### config.mk
export PLATFORM = sky130hd
export DESIGN_NAME = ifq_prefetch_top
export DESIGN_NICKNAME = d
export VERILOG_FILES = /design/src/rtl/ifq_pkg.sv /design/src/rtl/ifq_byte_queue.sv /design/src/rtl/ifq_fetch_ptr.sv /design/src/rtl/ifq_bus_seq.sv /design/src/rtl/ifq_prefetch_top.sv
export SDC_FILE = /design/constraint.sdc
export NUM_CORES = 1
export LEC_CHECK = 0
export BUFFER_PORTS_ARGS = -buffer_cell sky130_fd_sc_hd__buf_2
export CORE_MARGIN = 10
export CORE_UTILIZATION = 30
export CTS_CLUSTER_DIAMETER = 120
export CTS_CLUSTER_SIZE = 20
export DETAILED_ROUTE_END_ITERATION = 10
export PLACE_DENSITY = 0.46
export SLEW_MARGIN = 20
export SYNTH_ARGS = -nofsm -noshare
export SYNTH_HDL_FRONTEND = slang
export SYNTH_SLANG_ARGS = --single-unit
### constraint.sdc
create_clock -name clk -period 2.9 [get_ports clk]
set_input_delay 0.58 -clock clk [delete_from_list [all_inputs] [get_ports clk]]
set_output_delay 0.58 -clock clk [all_outputs]
set_load 0.1 [all_outputs]
### src/rtl/ifq_pkg.sv
package ifq_pkg;

  typedef enum logic [1:0] {
    SEQ_IDLE = 2'd0,
    SEQ_PF   = 2'd1,
    SEQ_OP   = 2'd2
  } seq_state_t;

endpackage

### src/rtl/ifq_byte_queue.sv
module ifq_byte_queue #(
  parameter int DEPTH  = 6,
  parameter int BYTE_W = 8,
  parameter int CNT_W  = $clog2(DEPTH + 1)
) (
  input  logic                  clk,
  input  logic                  rst,
  input  logic                  clr,
  input  logic [1:0]            push_n,
  input  logic [2*BYTE_W-1:0]   push_data,
  input  logic                  pop,
  output logic [BYTE_W-1:0]     head,
  output logic                  head_valid,
  output logic [CNT_W-1:0]      count
);

  localparam int IDX_W = (DEPTH > 1) ? $clog2(DEPTH) : 1;

  logic [BYTE_W-1:0] slot [DEPTH];
  logic [IDX_W-1:0]  wr_idx, rd_idx, wr_nxt;
  logic              pop_ok;

  function automatic logic [IDX_W-1:0] step_idx(input logic [IDX_W-1:0] idx);
    return (idx == IDX_W'(DEPTH - 1)) ? '0 : idx + 1'b1;
  endfunction

  assign wr_nxt     = step_idx(wr_idx);
  assign head_valid = (count != '0);
  assign head       = slot[rd_idx];
  assign pop_ok     = pop && head_valid && !clr;

  // Storage has no reset so it maps onto plain memory cells.
  always_ff @(posedge clk) begin
    if (!clr) begin
      for (int i = 0; i < DEPTH; i++) begin
        if (push_n != 2'd0 && wr_idx == IDX_W'(i))
          slot[i] <= push_data[BYTE_W-1:0];
        else if (push_n == 2'd2 && wr_nxt == IDX_W'(i))
          slot[i] <= push_data[2*BYTE_W-1:BYTE_W];
      end
    end
  end

  always_ff @(posedge clk) begin
    if (rst || clr) begin
      wr_idx <= '0;
      rd_idx <= '0;
      count  <= '0;
    end else begin
      case (push_n)
        2'd1:    wr_idx <= wr_nxt;
        2'd2:    wr_idx <= step_idx(wr_nxt);
        default: wr_idx <= wr_idx;
      endcase
      if (pop_ok)
        rd_idx <= step_idx(rd_idx);
      count <= count + CNT_W'(push_n) - CNT_W'(pop_ok);
    end
  end


  no_overflow_chk: assert property (@(posedge clk) disable iff (rst)
    (int'(count) + int'(push_n) <= DEPTH));


  flush_empty_chk: assert property (@(posedge clk) disable iff (rst)
    clr |=> (count == '0));

endmodule

### src/rtl/ifq_fetch_ptr.sv
module ifq_fetch_ptr #(
  parameter int SEG_W  = 16,
  parameter int PTR_W  = 16,
  parameter int SHIFT  = 4,
  parameter int ADDR_W = 20
) (
  input  logic              clk,
  input  logic              rst,
  input  logic              load,
  input  logic [SEG_W-1:0]  load_seg,
  input  logic [PTR_W-1:0]  load_ptr,
  input  logic [1:0]        step,
  output logic [ADDR_W-1:0] fetch_addr,
  output logic              odd
);

  logic [SEG_W-1:0] seg_q;
  logic [PTR_W-1:0] ptr_q;

  always_ff @(posedge clk) begin
    if (rst) begin
      seg_q <= '0;
      ptr_q <= '0;
    end else if (load) begin
      seg_q <= load_seg;
      ptr_q <= load_ptr;
    end else begin
      ptr_q <= ptr_q + PTR_W'(step);
    end
  end

  assign fetch_addr = ADDR_W'({seg_q, {SHIFT{1'b0}}}) + ADDR_W'(ptr_q);
  assign odd        = ptr_q[0];

endmodule

### src/rtl/ifq_bus_seq.sv
module ifq_bus_seq
  import ifq_pkg::*;
#(
  parameter int ADDR_W = 20,
  parameter int DATA_W = 16,
  parameter int DEPTH  = 6,
  parameter int CNT_W  = $clog2(DEPTH + 1)
) (
  input  logic              clk,
  input  logic              rst,
  input  logic              flush,
  input  logic              op_req,
  input  logic              op_we,
  input  logic [ADDR_W-1:0] op_addr,
  input  logic [DATA_W-1:0] op_wdata,
  output logic              op_ack,
  output logic [DATA_W-1:0] op_rdata,
  input  logic [CNT_W-1:0]  q_count,
  input  logic [ADDR_W-1:0] pf_addr,
  input  logic              pf_odd,
  output logic [1:0]        push_n,
  output logic [DATA_W-1:0] push_data,
  output logic              bus_req,
  output logic              bus_we,
  output logic              bus_word,
  output logic [ADDR_W-1:0] bus_addr,
  output logic [DATA_W-1:0] bus_wdata,
  input  logic              bus_ack,
  input  logic [DATA_W-1:0] bus_rdata,
  output logic              bus_idle
);

  seq_state_t st;
  logic       discard;
  logic       launch_op, launch_pf, room, pf_done, keep;

  assign room      = (q_count <= CNT_W'(DEPTH - 2));
  assign launch_op = (st == SEQ_IDLE) && op_req && !op_ack;
  assign launch_pf = (st == SEQ_IDLE) && !launch_op && !flush && room;
  assign pf_done   = (st == SEQ_PF) && bus_ack;
  assign keep      = pf_done && !discard && !flush;
  assign push_n    = keep ? (bus_word ? 2'd2 : 2'd1) : 2'd0;
  assign push_data = bus_rdata;

  always_ff @(posedge clk) begin
    if (rst) begin
      st        <= SEQ_IDLE;
      bus_req   <= 1'b0;
      bus_we    <= 1'b0;
      bus_word  <= 1'b0;
      bus_addr  <= '0;
      bus_wdata <= '0;
      op_ack    <= 1'b0;
      op_rdata  <= '0;
      discard   <= 1'b0;
      bus_idle  <= 1'b0;
    end else begin
      op_ack <= 1'b0;
      case (st)
        SEQ_IDLE: begin
          if (launch_op) begin
            st        <= SEQ_OP;
            bus_req   <= 1'b1;
            bus_we    <= op_we;
            bus_word  <= 1'b1;
            bus_addr  <= op_addr;
            bus_wdata <= op_wdata;
            bus_idle  <= 1'b0;
          end else if (launch_pf) begin
            st        <= SEQ_PF;
            bus_req   <= 1'b1;
            bus_we    <= 1'b0;
            bus_word  <= !pf_odd;
            bus_addr  <= pf_addr;
            bus_wdata <= '0;
            bus_idle  <= 1'b0;
          end else begin
            bus_idle  <= 1'b1;
          end
        end
        SEQ_PF: begin
          if (bus_ack) begin
            st      <= SEQ_IDLE;
            bus_req <= 1'b0;
            discard <= 1'b0;
          end else if (flush) begin
            discard <= 1'b1;
          end
        end
        SEQ_OP: begin
          if (bus_ack) begin
            st      <= SEQ_IDLE;
            bus_req <= 1'b0;
            op_ack  <= 1'b1;
            if (!bus_we)
              op_rdata <= bus_rdata;
          end
        end
        default: st <= SEQ_IDLE;
      endcase
    end
  end


  bus_hold_chk: assert property (@(posedge clk) disable iff (rst)
    (bus_req && !bus_ack) |=> (bus_req && $stable(bus_addr) && $stable(bus_we)
                               && $stable(bus_wdata) && $stable(bus_word)));


  op_first_chk: assert property (@(posedge clk) disable iff (rst)
    (st == SEQ_IDLE && op_req && !op_ack) |=> (bus_req && bus_addr == $past(op_addr)));


  pf_room_chk: assert property (@(posedge clk) disable iff (rst)
    ($rose(bus_req) && st == SEQ_PF) |-> ($past(q_count) <= CNT_W'(DEPTH - 2)));


  pf_align_chk: assert property (@(posedge clk) disable iff (rst)
    (st == SEQ_PF && bus_word) |-> !bus_addr[0]);


  idle_no_req_chk: assert property (@(posedge clk) disable iff (rst)
    bus_idle |-> !bus_req);

endmodule

### src/rtl/ifq_prefetch_top.sv
module ifq_prefetch_top #(
  parameter int DEPTH  = 6,
  parameter int SEG_W  = 16,
  parameter int PTR_W  = 16,
  parameter int SHIFT  = 4,
  parameter int ADDR_W = 20,
  parameter int DATA_W = 16
) (
  input  logic              clk,
  input  logic              rst,
  input  logic              flush,
  input  logic [SEG_W-1:0]  flush_seg,
  input  logic [PTR_W-1:0]  flush_ptr,
  output logic [DATA_W/2-1:0] q_byte,
  output logic              q_valid,
  input  logic              q_ready,
  input  logic              op_req,
  input  logic              op_we,
  input  logic [ADDR_W-1:0] op_addr,
  input  logic [DATA_W-1:0] op_wdata,
  output logic              op_ack,
  output logic [DATA_W-1:0] op_rdata,
  output logic              bus_req,
  output logic              bus_we,
  output logic              bus_word,
  output logic [ADDR_W-1:0] bus_addr,
  output logic [DATA_W-1:0] bus_wdata,
  input  logic              bus_ack,
  input  logic [DATA_W-1:0] bus_rdata,
  output logic              bus_idle
);

  localparam int BYTE_W = DATA_W / 2;
  localparam int CNT_W  = $clog2(DEPTH + 1);

  logic [CNT_W-1:0]  q_count;
  logic [ADDR_W-1:0] pf_addr;
  logic              pf_odd;
  logic [1:0]        push_n;
  logic [DATA_W-1:0] push_data;

  ifq_byte_queue #(
    .DEPTH (DEPTH),
    .BYTE_W(BYTE_W),
    .CNT_W (CNT_W)
  ) queue_i (
    .clk       (clk),
    .rst       (rst),
    .clr       (flush),
    .push_n    (push_n),
    .push_data (push_data),
    .pop       (q_ready),
    .head      (q_byte),
    .head_valid(q_valid),
    .count     (q_count)
  );

  ifq_fetch_ptr #(
    .SEG_W (SEG_W),
    .PTR_W (PTR_W),
    .SHIFT (SHIFT),
    .ADDR_W(ADDR_W)
  ) ptr_i (
    .clk       (clk),
    .rst       (rst),
    .load      (flush),
    .load_seg  (flush_seg),
    .load_ptr  (flush_ptr),
    .step      (push_n),
    .fetch_addr(pf_addr),
    .odd       (pf_odd)
  );

  ifq_bus_seq #(
    .ADDR_W(ADDR_W),
    .DATA_W(DATA_W),
    .DEPTH (DEPTH),
    .CNT_W (CNT_W)
  ) seq_i (
    .clk      (clk),
    .rst      (rst),
    .flush    (flush),
    .op_req   (op_req),
    .op_we    (op_we),
    .op_addr  (op_addr),
    .op_wdata (op_wdata),
    .op_ack   (op_ack),
    .op_rdata (op_rdata),
    .q_count  (q_count),
    .pf_addr  (pf_addr),
    .pf_odd   (pf_odd),
    .push_n   (push_n),
    .push_data(push_data),
    .bus_req  (bus_req),
    .bus_we   (bus_we),
    .bus_word (bus_word),
    .bus_addr (bus_addr),
    .bus_wdata(bus_wdata),
    .bus_ack  (bus_ack),
    .bus_rdata(bus_rdata),
    .bus_idle (bus_idle)
  );

endmodule

==> flow_summary.ini, run 1 <==
[finish]
nets = 999
mostFrequentLayoutCells = buf_2, dfxtp_1, nor2_1
synthToLayoutAreaGrowth_pct = 24.1
drive_gt1_share_pct = 31.7
fillers = 2436
design_area_mm2 = 0.00922
mostFrequentLayoutCell = buf_2
layout.cells.non_filler = 1220
fin_util_pct = 37.9

[power]
power_density_mw_per_mm2 = 651
ir_drop_v = 0.000352
cellLeakagePower_nw = 3.76
pwr-share-clk_pct = 39.3
p_seq_share_pct = 39.6
swShare_pct = 34.4
power_frac_comb_pct = 21.0
intPower_mw = 3.94
p_switching_mw = 2.06

[synth]
synth_cell_type_count = 61
synth.net_count = 843
ys_seq_area_share_pct = 47.4
syn_inst = 725
synth-edff-count = 48
syn_area_per_cell_um2 = 10.3
ys_ff_latch = 152
ys_async_sr_fraction_pct = 0
syn_area_mm2 = 0.00743
synth_top_flop_cell = dfxtp_1
ys_warn_count = 0

[route]
drt-met1-wl_um = 9720
drtPass1Iterations = 4
drt-wirelength-per-cell_um = 17.2
via_per_inst = 4.68
antenna_left = 0
met3WireLength_um = 1030
num_vias = 5715
drc_errors = 0
maxUsedRoutingLayer = met5
drt_wl_total_um = 21000
wl_met2_um = 10100
drt-initial-drc-count = 259

[clock_tree]
clk_pin_slew_ps = 70
cts_tree = yes
cts-htree-levels = 4
cts-root-buf = clkbuf_16
clock_latency_ps = 430
ctsHoldBuffers = 0
ctsLongestPathBuffers = 2
cts-buffers-inserted = 17
cts_sinks = 152

[worst_setup_path]
cp.depth = 5
cp_data_required_time_ps = 2320
worstPathMaxFanout = 16
cp-end-kind = output pin
reg2reg_from = seq_i.st[1]
path_buf_inv = 2
critPathSlowestCell = mux4_2
critical_path.top_delay_family = buffers and inverters
endpoint = q_byte[2]
r2r-end = ptr_i.ptr_q[15]
slowest_delay_ps = 570
crit_type = reg -> out
cp-start-kind = flip-flop
cp_data_arrival_time_ps = 2060
rr_worst_depth = 13
rrSetupSlack_ps = 290
crit_chain = buf_4 > mux4_2 > nor2_1 > a21oi_1 > buf_2

[timing]
finalCriticalPeriod_ps = 2640
finalSetupViolCount = 0
relSlewSlack_pct = 47.4
period_share_pct = 91.1
slew_viol_final = 0
hold_ws_ps = 371
hold_viol_final = 0
rsz0062_at_grt = yes
finClkSkew_ps = 9.76
fmax_ghz = 0.379
tightest_slew_ps = 787

[floorplanning]
die_w_um = 177
fp.dieArea_mm2 = 0.0315
die_y_um = 177
row_count = 57
ios = 157
start_util_pct = 30.6
core_mm2 = 0.0243

[placement]
post-place-cells = 1185
place_area_mm2 = 0.00857
dpl.hpwl_um = 15900
portBuffers = 156
place.gp.congestion = 0.777

[global_routing]
grt-ovfl-total = 0
grt_pass1_vias = 5920
grt_max_degree = 46
antenna_found_initial = 4
grt_pass1_wl_um = 33600
track_usage_pct = 13.4

[status]
status = complete, no violations

[flow_run]
drv_cap = 0

[min_path]
holdCritPathClass = in -> reg
-- area by class of cell --
class,count,area (µm²),share of cell area (%)
clock buffer,17,425,4.61
antenna,2,5.00,0.0543
multi-input combinational,517,3670,39.8
sequential,152,3520,38.2
clock inverter,15,206,2.24
tap,324,405,4.40
timing repair buffer,175,923,10.0
inverter,18,67.6,0.733
-- cells in the mapped netlist (3+ instances only) --
library cell,count,area [µm²]
a21oi_1,62,310
buf_2,9,45.0
edfxtp_1,48,1440
nand4_1,3,18.8
xor2_1,8,70.1
nand3_1,11,55.1
o21a_1,4,30.0
and2_1,3,18.8
mux2_2,47,529
a22oi_1,3,22.5
ha_1,24,300
nand2_2,3,18.8
nand2b_1,4,25.0
clkbuf_1,22,82.6
nand2_1,72,270
fa_1,3,60.1
a311oi_1,6,52.6
o21bai_1,3,22.5
o22ai_1,7,43.8
a31oi_1,5,31.3
dfxtp_1,104,2080
mux2i_1,28,280
inv_1,16,60.1
buf_4,3,22.5
o21ai_0,14,70.1
mux4_2,8,180
nor2b_1,7,43.8
and3_1,14,87.6
a22o_1,17,149
xnor2_1,16,140
o211ai_1,3,22.5
a211oi_1,13,97.6
a21o_1,5,37.5
nor3_1,12,60.1
nor2_1,80,300
or3_1,4,25.0
-- what timing repair did --
action	CTS	global route
resized for setup	0	1
setup endpoints to repair	0	3
setup buffers	0	1
-- registers in the layout (all words and copies together) (netlist names), named ones only --
| register | count |
|---|---|
| ptr_i.ptr_q | 16 |
| ptr_i.seg_q | 16 |
| queue_i.count | 3 |
| queue_i.rd_idx | 3 |
| queue_i.slot | 48 |
| queue_i.wr_idx | 3 |
| seq_i.bus_addr | 20 |
| seq_i.bus_idle | 1 |
| seq_i.bus_req | 1 |
| seq_i.bus_wdata | 16 |
| seq_i.bus_we | 1 |
| seq_i.bus_word | 1 |
| seq_i.discard | 1 |
| seq_i.op_ack | 1 |
| seq_i.op_rdata | 16 |
| seq_i.st | 2 |
-- metal layers --
layer | global-route usage, % | vias to the layer above
li1 | - | 2928
met1 | 17.5 | 2674
met2 | 21.3 | 91
met3 | 3.91 | 18
met4 | 3.33 | 4
met5 | 0 | -
-- through the flow --
step / TNS [ps] / setup slack [ps] / power, mW
2_1_floorplan: -853 / -231 / 3.39
3_3_place_gp: 0 / 179 / 3.70
3_5_place_dp: 0 / 157 / 3.70
4_1_cts: 0 / 199 / 6.09
5_1_grt: -111 / -48.9 / 6.28
6_report: 0 / 259 / 6.00
-- how the worst min path moves through the flow --
stage                       start             endpoint  slack, ps  cells past startpoint
4_1_cts               op_wdata[0]   seq_i.bus_wdata[0]        350                      2
3_5_place_dp    seq_i.op_rdata[5]    seq_i.op_rdata[5]        450                      2
2_1_floorplan     ptr_i.seg_q[10]      ptr_i.seg_q[10]        460                      2
3_3_place_gp   seq_i.op_rdata[12]   seq_i.op_rdata[12]        440                      2
5_1_grt              op_wdata[14]  seq_i.bus_wdata[14]        350                      2
6_report              op_wdata[1]   seq_i.bus_wdata[1]        370                      2
-- power groups by stage --
| stage | combinational [mW] | sequential [mW] | clock [mW] |
|---|---|---|---|
| 4_1_cts | 1.27 | 2.38 | 2.44 |
| 5_1_grt | 1.35 | 2.39 | 2.54 |
| 2_1_floorplan | 0.425 | 2.96 | 0 |
| 6_report | 1.26 | 2.38 | 2.36 |
| 3_5_place_dp | 1.27 | 2.43 | 0 |
| 3_3_place_gp | 1.27 | 2.43 | 0 |
-- kinds of logic (layout without fill, tap and decap cells) --
logic type | after synthesis | in the layout | share of synthesized area, %
AND/OR/NAND/NOR | 230 | 230 | 14.8
AO/OA/AOI/OAI | 152 | 152 | 13.3
flip-flops | 152 | 152 | 47.4
multiplexers | 84 | 84 | 13.5
buffers and inverters | 56 | 225 | 3.33
adder cells (fa/ha/maj) | 27 | 27 | 4.85
XOR/XNOR | 24 | 24 | 2.83
other | 0 | 2 | 0
Power figures use the tool's default switching activity.
==> run 2, diff against run 1 <==
- ABC_AREA: default -> 1
==> run 2 against run 1 <==
  * Non-clock buffer count decreased by 1
  * Core utilization fell by 0.35 points
  * Critical path type unchanged
  * Largest cell class unchanged
  * Flip-flop and latch count unchanged
  * Critical endpoint is now q_byte[6]
==> flow_summary.ini, run 2 <==
[clock_tree]
cts_sinks = 152
cts_tree = yes
cts-root-buf = clkbuf_16
cts-buffers-inserted = 17
ctsLongestPathBuffers = 2
cts-htree-levels = 4
ctsHoldBuffers = 0
cts_setup_buffers = 0
clock_latency_ps = 430
cts_resized = 0
clk_pin_slew_ps = 70

[timing]
period_share_pct = 92.9
finClkSkew_ps = 20.1
tightest_slew_ps = 648
finalSetupViolCount = 0
tns_ps = 0
slew_viol_final = 0
relSlewSlack_pct = 56.7
fin_ws_ps = 207
hold_ws_ps = 377
rsz0062_at_grt = no
finalCriticalPeriod_ps = 2690
fmax_ghz = 0.371
hold_viol_final = 0

[finish]
fin_util_pct = 37.6
nets = 1282
mostFrequentLayoutCells = nand2_1, buf_2, dfxtp_1
drive_gt1_share_pct = 21.0
synthToLayoutAreaGrowth_pct = 22.5
largest_reg_flops = 48
regMostFlops = queue_i.slot
mostFrequentLayoutCell = nand2_1
reg_top3 = queue_i.slot (48), seq_i.bus_addr (20)
antenna_cells = 0

[floorplanning]
row_count = 58
die_y_um = 181
ios = 157
core_mm2 = 0.0254
start_util_pct = 30.7
die_w_um = 181
fp.dieArea_mm2 = 0.0328

[worst_setup_path]
critical_path.top_delay_family = buffers and inverters
cp-start-kind = flip-flop
worstPathMaxFanout = 25
cp_data_required_time_ps = 2320
cp_data_arrival_time_ps = 2110
path_buf_inv = 4
cp.depth = 7
r2r-end = ptr_i.ptr_q[8]
crit_type = reg -> out
cp-end-kind = output pin
crit_chain = buf_4 > inv_1 > buf_12 > nand2_1 > a32o_1 > o22ai_2 > buf_2
reg2reg_from = seq_i.st[1]
rr_worst_depth = 14
endpoint = q_byte[6]
slowest_delay_ps = 460
critPathSlowestCell = buf_2
rrSetupSlack_ps = 320

[route]
drt-wirelength-per-cell_um = 16.8
drc_errors = 0
antenna_left = 0
drtPass1Iterations = 5
via_per_inst = 4.67
drt-initial-drc-count = 340
num_vias = 7040
drt_wl_total_um = 25300

[global_routing]
grt_pass1_vias = 7108
grt-ovfl-total = 0
grt_pass1_wl_um = 40200
antenna_found_initial = 2
grt_max_degree = 46
track_usage_pct = 15.2

[synth]
synth.net_count = 1134
yosysTopAreaCell = dfxtp_1
synth.most_common_cell = nand2_1
synth_area_leaders = dfxtp_1, edfxtp_1, nand2_1
syn_inst = 1016
ys_warn_count = 0
synth-edff-count = 48
ys_async_sr_fraction_pct = 0
ys_ff_latch = 152
syn_area_mm2 = 0.00779
synth_top_family_by_area = simple AND/OR/NAND/NOR gates
ys_seq_area_share_pct = 45.2
syn_area_per_cell_um2 = 7.67
synth-compound-area-share_pct = 16.0
synth_top_flop_cell = dfxtp_1
synth_cell_type_count = 40
synth_mux_area_share_pct = 0
synthTopCellsByCount = nand2_1, dfxtp_1, nor2_1
synthAdderAreaFrac_pct = 4.62
yosys.area_share.simple_pct = 24.8
synth_xor_area_share_pct = 1.01
synth_top_area_share_pct = 26.7

[placement]
place.gp.congestion = 0.856
dpl.hpwl_um = 18900
post-place-ws_ps = 180
portBuffers = 156

[status]
status = complete, no violations

[min_path]
min_path_cells = 3
holdCritPathClass = in -> reg

[flow_run]
drv_cap = 0

[power]
cellLeakagePower_nw = 4.46
power_density_mw_per_mm2 = 794
ir_drop_v = 0.000496
==> run 2: cell types whose count changed after synthesis, sizes merged, moves of 13 or more <==
cell	delta
a211oi	-13
a22o	-17
and3	-14
inv	+83
mux2	-48
mux2i	-28
nand2	+199
nand3	+31
nor2	+20
o21ai	+115
xnor2	-13
==> run 2: worst min-delay path by stage <==
stage	slack, ps	endpoint	start
5_1_grt	380	ptr_i.ptr_q[5]	flush_ptr[5]
6_report	380	ptr_i.seg_q[10]	flush_seg[10]
3_5_place_dp	450	seq_i.bus_addr[17]	seq_i.bus_addr[17]
4_1_cts	360	ptr_i.seg_q[10]	flush_seg[10]
2_1_floorplan	430	flip-flop	queue_i.rd_idx[0]
3_3_place_gp	440	seq_i.bus_addr[17]	seq_i.bus_addr[17]
==> run 2: layout make-up <==
cell class,instances,area (µm²)
inverter,101,379
fill,2725,15900
clock buffer,19,433
tap,330,413
sequential,152,3520
clock inverter,13,171
multi-input combinational,718,3670
timing repair buffer,174,958
==> run 2: metal layers <==
layer | share of wire [%] | GRT usage [%] | vias up
li1 | - | - | 3654
met1 | 47 | 19.8 | 3226
met2 | 46 | 24.3 | 141
met3 | 5.6 | 4.52 | 17
met4 | 0.80 | 3.12 | 2
met5 | 0.028 | 0 | -
==> run 2: metrics by stage <==
stage          area [µm²]  total power, mW  instances
3_5_place_dp         8940             5.35       1475
6_report             9540             7.58       1507
3_3_place_gp         8940             5.34       1475
5_1_grt              9540             7.96       1507
4_1_cts              9540             7.70       1507
2_1_floorplan        7840             4.79       1016
==> run 2: cell families after synthesis <==
group / Yosys count
fa+ha+maj: 27
flops: 152
xor+xnor: 9
compound gates: 233
simple gates: 449
buf+inv: 146
==> run 2: where the power goes <==
part | switching, mW | leakage [nW] | internal [mW]
registers | 0.159 | 1.29 | 2.43
logic | 2.16 | 2.89 | 0.509
clock network | 0.950 | 0.290 | 1.37
total | 3.27 | 4.46 | 4.31
==> run 2: tightest hold or removal path: stages <==
cell and delay, ps:
buf_2 70, nor2_1 30, nor2_1 80
==> run 3, diff against run 2 <==
- CORE_ASPECT_RATIO: default -> 0.5
- clock period: 2.9 -> 3.09 ns (I/O delays scaled with it)
==> run 3 against run 2 <==
  * Setup slack better by 75 ps
  * Global-route usage is 0.51 points lower
  * Die area is 1.2% higher
  * Cell area is 1.2% lower
  * Critical path type unchanged
  * Highest routed layer is now met4
==> flow_summary.ini, run 3 (synthesis gave the netlist of run 2 again) <==
[finish]
drive_gt1_share_pct = 20.1
reg_top3 = queue_i.slot (48), seq_i.bus_addr (20)
antenna_cells = 0
synthToLayoutAreaGrowth_pct = 21.0
mostFrequentLayoutCell = nand2_1
layout.cells.non_filler = 1518
fillers = 2721
nets = 1279
largest_reg_flops = 48
fin_util_pct = 37.1
regMostFlops = queue_i.slot
mostFrequentLayoutCells = nand2_1, buf_2, dfxtp_1

[timing]
tns_ps = 0
hold_viol_final = 0
relSlewSlack_pct = 43.6
fin_ws_ps = 282
slew_viol_final = 0
tightest_slew_ps = 841
period_share_pct = 90.9
finalSetupViolCount = 0
finClkSkew_ps = 8.67
finalCriticalPeriod_ps = 2810
rsz0062_at_grt = no
fmax_ghz = 0.356

[route]
drt_wl_total_um = 24200
num_vias = 7097
drtPass1Iterations = 6
drc_errors = 0
drt-initial-drc-count = 402
antenna_left = 0
via_per_inst = 4.68
drt-wirelength-per-cell_um = 15.9

[clock_tree]
ctsLongestPathBuffers = 2
cts_resized = 0
cts-buffers-inserted = 17
cts-htree-levels = 4
cts_tree = yes
clk_pin_slew_ps = 60
ctsHoldBuffers = 0
clock_latency_ps = 430
cts-root-buf = clkbuf_16
cts_setup_buffers = 0
cts_sinks = 152

[power]
p_seq_share_pct = 34.9
p_switching_mw = 3.00
cellLeakagePower_nw = 4.40
swShare_pct = 43.3
intPower_mw = 3.94
pwr-share-clk_pct = 29.1
power_density_mw_per_mm2 = 736
power_frac_comb_pct = 36.0
ir_drop_v = 0.000301

[floorplanning]
row_count = 41
core_mm2 = 0.0254
ios = 157
start_util_pct = 30.7
die_w_um = 248
die_y_um = 134
fp.dieArea_mm2 = 0.0332

[global_routing]
grt_pass1_wl_um = 38700
grt-ovfl-total = 0
grt_pass1_vias = 7240
grt_max_degree = 43
antenna_found_initial = 0
track_usage_pct = 14.7

[status]
status = complete, no violations

[flow_run]
drv_cap = 0

[min_path]
holdCritPathClass = in -> reg

[placement]
portBuffers = 156
post-place-ws_ps = 392
place.gp.congestion = 0.822
post-place-cells = 1486
dpl.hpwl_um = 17900

[worst_setup_path]
cp_data_required_time_ps = 2470
worstPathMaxFanout = 16
cp_data_arrival_time_ps = 2190
crit_type = reg -> out
cp-end-kind = output pin
cp-start-kind = flip-flop
[run 3: critical path, stage by stage, from the launching register on]
cell	delay (ps)
dfxtp_1	740
a21oi_1	90
a32o_1	240
o22ai_1	210
buf_2	490
[run 3: layer usage]
metal	track usage, %	share of wire, %	vias up
met5	0	0	-
li1	-	-	3652
met4	5.19	1.6	0
met1	16.7	42	3314
met2	26.8	53	109
met3	2.99	3.7	22
[run 3: cell type report]
cell class	count	area (µm²)	area share, %
multi-input cells	718	3630	38.5
flip-flops and latches	152	3520	37.4
repair buffers	171	906	9.61
clock buffers	24	492	5.21
well taps	344	430	4.56
inverters	101	379	4.02
clock inverters	8	71.3	0.756
[run 3: worst paths after layout]
check             slack, ps            endpoint  cells after the start                from
setup / recovery        280           q_byte[3]                      4           flip-flop
hold / removal          410      ptr_i.seg_q[2]                      3        flush_seg[2]
setup reg to reg        550      ptr_i.ptr_q[8]                     14         seq_i.st[1]
hold reg to reg         450  seq_i.bus_addr[18]                      2  seq_i.bus_addr[18]
[run 3: power by group through the flow]
stage,Combinational [mW],Sequential [mW],Clock [mW]
final,2.50,2.42,2.02
after global routing,2.68,2.45,2.17
after CTS,2.54,2.42,2.08
after detailed placement,2.53,2.46,0
after global placement,2.52,2.46,0
after floorplan,0.862,3.63,0
[run 3: through the flow]
| stage | hold slack (ps) | instance area, µm² | power, mW |
|---|---|---|---|
| finish | 411 | 9430 | 6.94 |
| global route | 402 | 9430 | 7.30 |
| CTS | 389 | 9430 | 7.04 |
| detailed placement | 442 | 8870 | 4.99 |
| global placement | 441 | 8870 | 4.98 |
| floorplan | 434 | 7810 | 4.49 |
